$ cat config.mk
export PLATFORM = sky130hd
export DESIGN_NAME = batt_low_monitor
export DESIGN_NICKNAME = d
export VERILOG_FILES = /design/src/rtl/batt_low_monitor.sv
export SDC_FILE = /design/constraint.sdc
export NUM_CORES = 1
export LEC_CHECK = 0
export CORE_UTILIZATION = 45
export DETAILED_ROUTE_END_ITERATION = 12
export MAX_ROUTING_LAYER = met4
export SETUP_SLACK_MARGIN = 0.4
export SYNTH_ARGS = -nofsm -noshare
export SYNTH_HDL_FRONTEND = slang
export SYNTH_SLANG_ARGS = --single-unit
$ cat constraint.sdc
create_clock -name clk -period 2.4 [get_ports clk]
set_input_delay 0.48 -clock clk [delete_from_list [all_inputs] [get_ports clk]]
set_output_delay 0.48 -clock clk [all_outputs]
set_load 0.005 [all_outputs]
$ cat src/rtl/batt_low_monitor.sv
module batt_low_monitor #(
  parameter int unsigned CNT_W = 44,
  parameter logic [CNT_W-1:0] INTERVAL_CYCLES = 44'd8640000000000,
  parameter int unsigned SETTLE_CYCLES = 16
) (
  input  logic clk,
  input  logic rst_n,
  input  logic supply_ok,
  input  logic cmp_low,
  output logic cmp_en,
  output logic batt_low,
  output logic from_powerup
);
  localparam int unsigned SW = $clog2(SETTLE_CYCLES + 1);
  localparam logic [SW-1:0] SLAST = SW'(SETTLE_CYCLES - 1);
  localparam logic [CNT_W-1:0] ILAST = INTERVAL_CYCLES - 1'b1;

  typedef enum logic [1:0] {ST_OFF, ST_CHECK, ST_WAIT} st_t;

  st_t st;
  logic sup_q;
  logic kind_pu;
  logic [SW-1:0] scnt;
  logic [CNT_W-1:0] icnt;

  wire pu_evt = supply_ok & ~sup_q;
  wire settle_done = scnt == SLAST;
  wire interval_done = icnt == ILAST;

  always_ff @(posedge clk or negedge rst_n) begin
    if (!rst_n) begin
      st <= ST_OFF;
      sup_q <= 1'b0;
      kind_pu <= 1'b0;
      scnt <= '0;
      icnt <= '0;
      batt_low <= 1'b0;
      from_powerup <= 1'b0;
    end else begin
      sup_q <= supply_ok;
      if (!supply_ok) begin
        st <= ST_OFF;
      end else if (pu_evt) begin
        st <= ST_CHECK;
        scnt <= '0;
        kind_pu <= 1'b1;
      end else begin
        case (st)
          ST_CHECK: begin
            if (settle_done) begin
              batt_low <= cmp_low;
              from_powerup <= kind_pu;
              st <= ST_WAIT;
              icnt <= '0;
            end else begin
              scnt <= scnt + 1'b1;
            end
          end
          ST_WAIT: begin
            if (interval_done) begin
              st <= ST_CHECK;
              scnt <= '0;
              kind_pu <= 1'b0;
            end else begin
              icnt <= icnt + 1'b1;
            end
          end
          default: st <= ST_OFF;
        endcase
      end
    end
  end

  assign cmp_en = st == ST_CHECK;
endmodule

; After elaboration in Yosys (flattened, before gate mapping)
; Cells that the tools add are included.
; Widths: inputs -> output; s select.
[op_classes]
n_eq_ne = 10
muxes = 15
addsub = 2
bitwise_logic = 3
n_reduce_logical = 9
[ops]
columns = operator, n
row1 = $mux 44, 2
row2 = $pmux 44 s2, 1
row3 = $add 44x1->44 const B, 1
row4 = $eq 44x43->1 const B, 1
row5 = $mux 5, 3
row6 = $pmux 5 s2, 1
row7 = $mux 2, 4
row8 = $reduce_and 4->1, 2
row9 = $ne 3x3->1 const B, 2
row10 = $reduce_bool 2->1, 3
row11 = $add 5x1->5 const B, 1
row12 = $eq 5x4->1 const B, 1
row13 = $reduce_and 5->1, 1
row14 = $ne 4x2->1 const B, 1
row15 = $ne 4x4->1 const B, 1
row16 = $pmux 2 s2, 1
row17 = $mux 1, 3
row18 = $reduce_and 3->1, 1
row19 = $reduce_bool 3->1, 1
row20 = $eq 2x1->1 const B, 1
row21 = $eq 2x2->1 const B, 1
row22 = $ne 2x1->1 const B, 1
row23 = $ne 2x2->1 const B, 1
row24 = $not 1->1, 2
row25 = other kinds (2), 2
[totals]
elab_cells = 46
out_inout_bits = 3
in_bits = 4
register_bits = 55

; Longest topological paths before layout
[logic_depth]
depth_word = 5
mapped_depth = 10
ltp_nobuf = 9

; Worst setup path before layout
; Ideal clock, no wire load.
[synth_timing]
path_kind = register -> register
from = reg scnt[0]
to = reg icnt[13]
t_required_ns = 2.268
t_arrival_ns = 2.200
setup_time_ns = 0.132
setup_slack_ns = 0.068
period_less_slack_ns = 2.332
n_path_buf = 3
path_stages_with_launch = 11
cell_sequence = dfrtp_1 -> ha_1 -> and3_1 -> ha_1 -> nor2b_1 -> or3_1 -> clkbuf_1 -> nor2_1 -> clkbuf_1 -> buf_1 -> nor2_1
[synth_via]
elab_chain_len = 3
[synth_rtl]
columns = item, line
row1 = "start, declared", 23  ; logic [SW-1:0] scnt;
row2 = "start signal, assigned", 56  ; scnt <= scnt + 1'b1;
row3 = $eq 5x4->1, 27  ; wire settle_done = scnt == SLAST;
row4 = $ne 2x1->1 (no source line), -
row5 = $reduce_and 5->1 (no source line), -
row6 = "end signal, assigned", 65  ; icnt <= icnt + 1'b1;
row7 = "end, declared", 24  ; logic [CNT_W-1:0] icnt;
; Every way passes these cells.
; A chain may end at the register's enable or synchronous reset.

; Worst setup path in the final report
[layout_timing]
from = reg icnt[28]
to = reg scnt[0]
[layout_via]
elab_chain_len = 3
[layout_rtl]
columns = item, line
row1 = $eq 44x43->1, 28  ; wire interval_done = icnt == ILAST;
row2 = $ne 3x3->1 (no source line), -
row3 = $reduce_and 4->1 (no source line), -
; Every way passes these cells.

==> out/metrics.cfg <==
[route]
wl_met3_um=332
routed_wirelength_mm=9.509
wire_per_inst_um=17.26
vias_per_cell=5.750
wl_met1_mm=4.302
num_vias=3168
drt-initial-drc-count=151
drc=0
wl_met2_mm=4.643
drtAntennaViolNets=0
drt_first_pass_iters=4
routed.top_layer=met4

[yosys]
ys.flop_type=dfrtp_1
synth.cell_area_um2=3381
synth_edf_count=0
yosys.cell_types.count=60
synth_top_area_share_pct=40.71
syn_nets=381
synth_top_area_cell=dfrtp_1
syn-mean-instance-area_um2=9.113
synth.area.top_cells=dfrtp_1 (41%), nand2_1 (4.4%), nor2_1 (4.3%)
synth-simple-area-share_pct=34.90
synthesis.instances=371
ys_seq_elements=55
yosysSeqAreaShare_pct=40.71
synth.most_common_cell=dfrtp_1
synth_commonest_cells=dfrtp_1 (55), nand2_1 (40), nor2_1 (39)
synth_xor_area_share_pct=4.404
synth_top_family_by_area=simple AND/OR/NAND/NOR gates
synthAdderAreaFrac_pct=2.221
yosysWarnings=0
muxShareOfSynthArea_pct=4.404
async_flop_share_pct=100.0
synth_compound_area_share_pct=10.14

[finish]
fillers=602
postLayoutCellArea_um2=4632
multi_input_area_um2=2212
layout-drive-gt1-share_pct=36.06
area.growth.synth_to_final_pct=37.01
diodes=0
register_area_um2=1380
final_nets=462

[global_routing]
antenna_found_initial=0
grt_pass1_vias=2972
grt_usage_pct=25.13
grt-ovfl-total=0
grt_pass1_wl_mm=14.48
grt_max_degree=33

[setup_path]
critPathLaunchType=flop
path_max_fanout=13
critPathArrivalTime_ps=2480
cp.required_ps=2600
cp_slowest_stage_delay_ps=540
crit_chain=nor4b_4 > nand4_1 > or4b_4 > buf_6 > a21boi_2 > o21ai_2 > mux2_2
cp_slowest_cell=or4b_4
worstSetupPathType=flop to flop
cp-end-kind=flop

[floorplan]
core.rowCount=31
io_pins=7
die_w_um=88.68
start_util_pct=46.61
coreArea_um2=7253
die_area_um2=7863
die_h_um=88.68

[min_path]
hp-class=primary input to asynchronous set/reset pin

[clocking]
h-tree-depth=2
numCtsBuffers=5
clockBufferDepth=2
clk_pin_slew_ps=100
tritoncts=yes
cts_hold_buffers=0
cts_sinks=55
worstSkewPairLatency_ps=310
cts_root_buf=clkbuf_8

[timing]
hold_violations=0
clock_skew_ps=9.640
layout_min_cycle_time_ps=2280
rsz0062_at_grt=true
timing.hold.ws_ps=148.0
finalSetupViolCount=0
relSlewSlack_pct=62.42
clock.fmax_mhz=438.6
worst_slew_pin_slew_ps=563.7
finalWorstSetupSlack_ps=120.0
drv_slew=0
min_period_over_period_pct=95.00

[power_and_ir_drop]
power_density_nw_per_um2=362.9
peakVddDrop_v=0.0002486
p_leak_uw=0.002092
p_total_uw=1681

[placement]
placedInstanceArea_um2=4039
numPortBuffers=6
gp_congestion=0.9293
pre_cts_ws_ps=-2.710
hpwlAfterDp_mm=6.634

[flow_run]
maxCapViolCount=0

[status]
outcome=finished clean

## cells in the final DEF, fill, tap and decap left out, types with 7 or more instances in the layout
cell type	instances
mux2i_1	7
nor3_1	9
o21ai_1	8
nand3_1	11
and3_1	9
dfrtp_1	52
xor2_1	16
buf_6	14
nand4_1	22
buf_4	66
inv_1	9
a22o_1	8
nand3_2	16
and2_1	10
nor2_1	34
nand2_1	35
## state kept, by name (all words and copies together) (netlist names)
register	cells
st	2
sup_q	1
scnt	5
kind_pu	1
batt_low	1
icnt	44
from_powerup	1
## metrics by stage
stage                     instances  TNS, ps  utilization, %
after floorplan                 371        0               -
after global placement          517        0           55.68
after detailed placement        517   -2.710           55.68
after CTS                       536        0           60.17
after global routing            551        0           63.86
final                           551        0           63.86
## critical path: cells and delay by family (launching register included)
kind / cells / cell delay [ps]
buffers and inverters: 1 / 180
AOI/OAI and AO/OA: 2 / 220
and+or+nand+nor: 3 / 1030
DFF: 1 / 470
muxes: 1 / 260
## cell type report
class	instances	share of cell area, %
flip-flops and latches	55	29.79
clock buffers	6	1.783
multi-input cells	291	47.76
repair buffers	90	17.15
clock inverters	1	0.1080
inverters	9	0.7293
well taps	99	2.674
## power by group
group	internal, uW	switching (uW)	total, uW
registers	944	20.4	965
logic	96.0	102	198
clock network	227	291	518
total	1270	413	1680
## repair_timing
item                                    in CTS  in global routing
pin swaps                                    7                 22
setup buffers                               11                 14
gates cloned                                 1                  1
endpoints found under the setup margin      51                 50
resized for setup                           28                 43
endpoints found under the hold margin        0                  0
## final timing paths
check / start / endpoint / slack [ps] / cells after the start
setup / recovery: icnt[28] / scnt[0] / 120 / 7
max in group asynchronous: rst_n / icnt[19] / 1660 / 2
hold / removal: rst_n / icnt[26] / 150 / 1
min in group clk: icnt[38] / icnt[38] / 510 / 1
setup reg to reg: icnt[28] / scnt[0] / 120 / 7
hold reg to reg: icnt[38] / icnt[38] / 510 / 1
## routing by layer
metal	up-vias	global-route usage [%]
met4	0	10.41
met5	-	-
met3	20	3.451
met2	82	40.49
met1	1553	31.77
li1	1513	-
## cell families after synthesis
kind of cell	after synthesis
and+or+nand+nor	205
DFF	55
AOI/OAI and AO/OA	49
buffers and inverters	25
xor gates and xnor gates	17
muxes	14
adders and majority gates	6
Note: power is estimated with default switching activity, not from simulation.
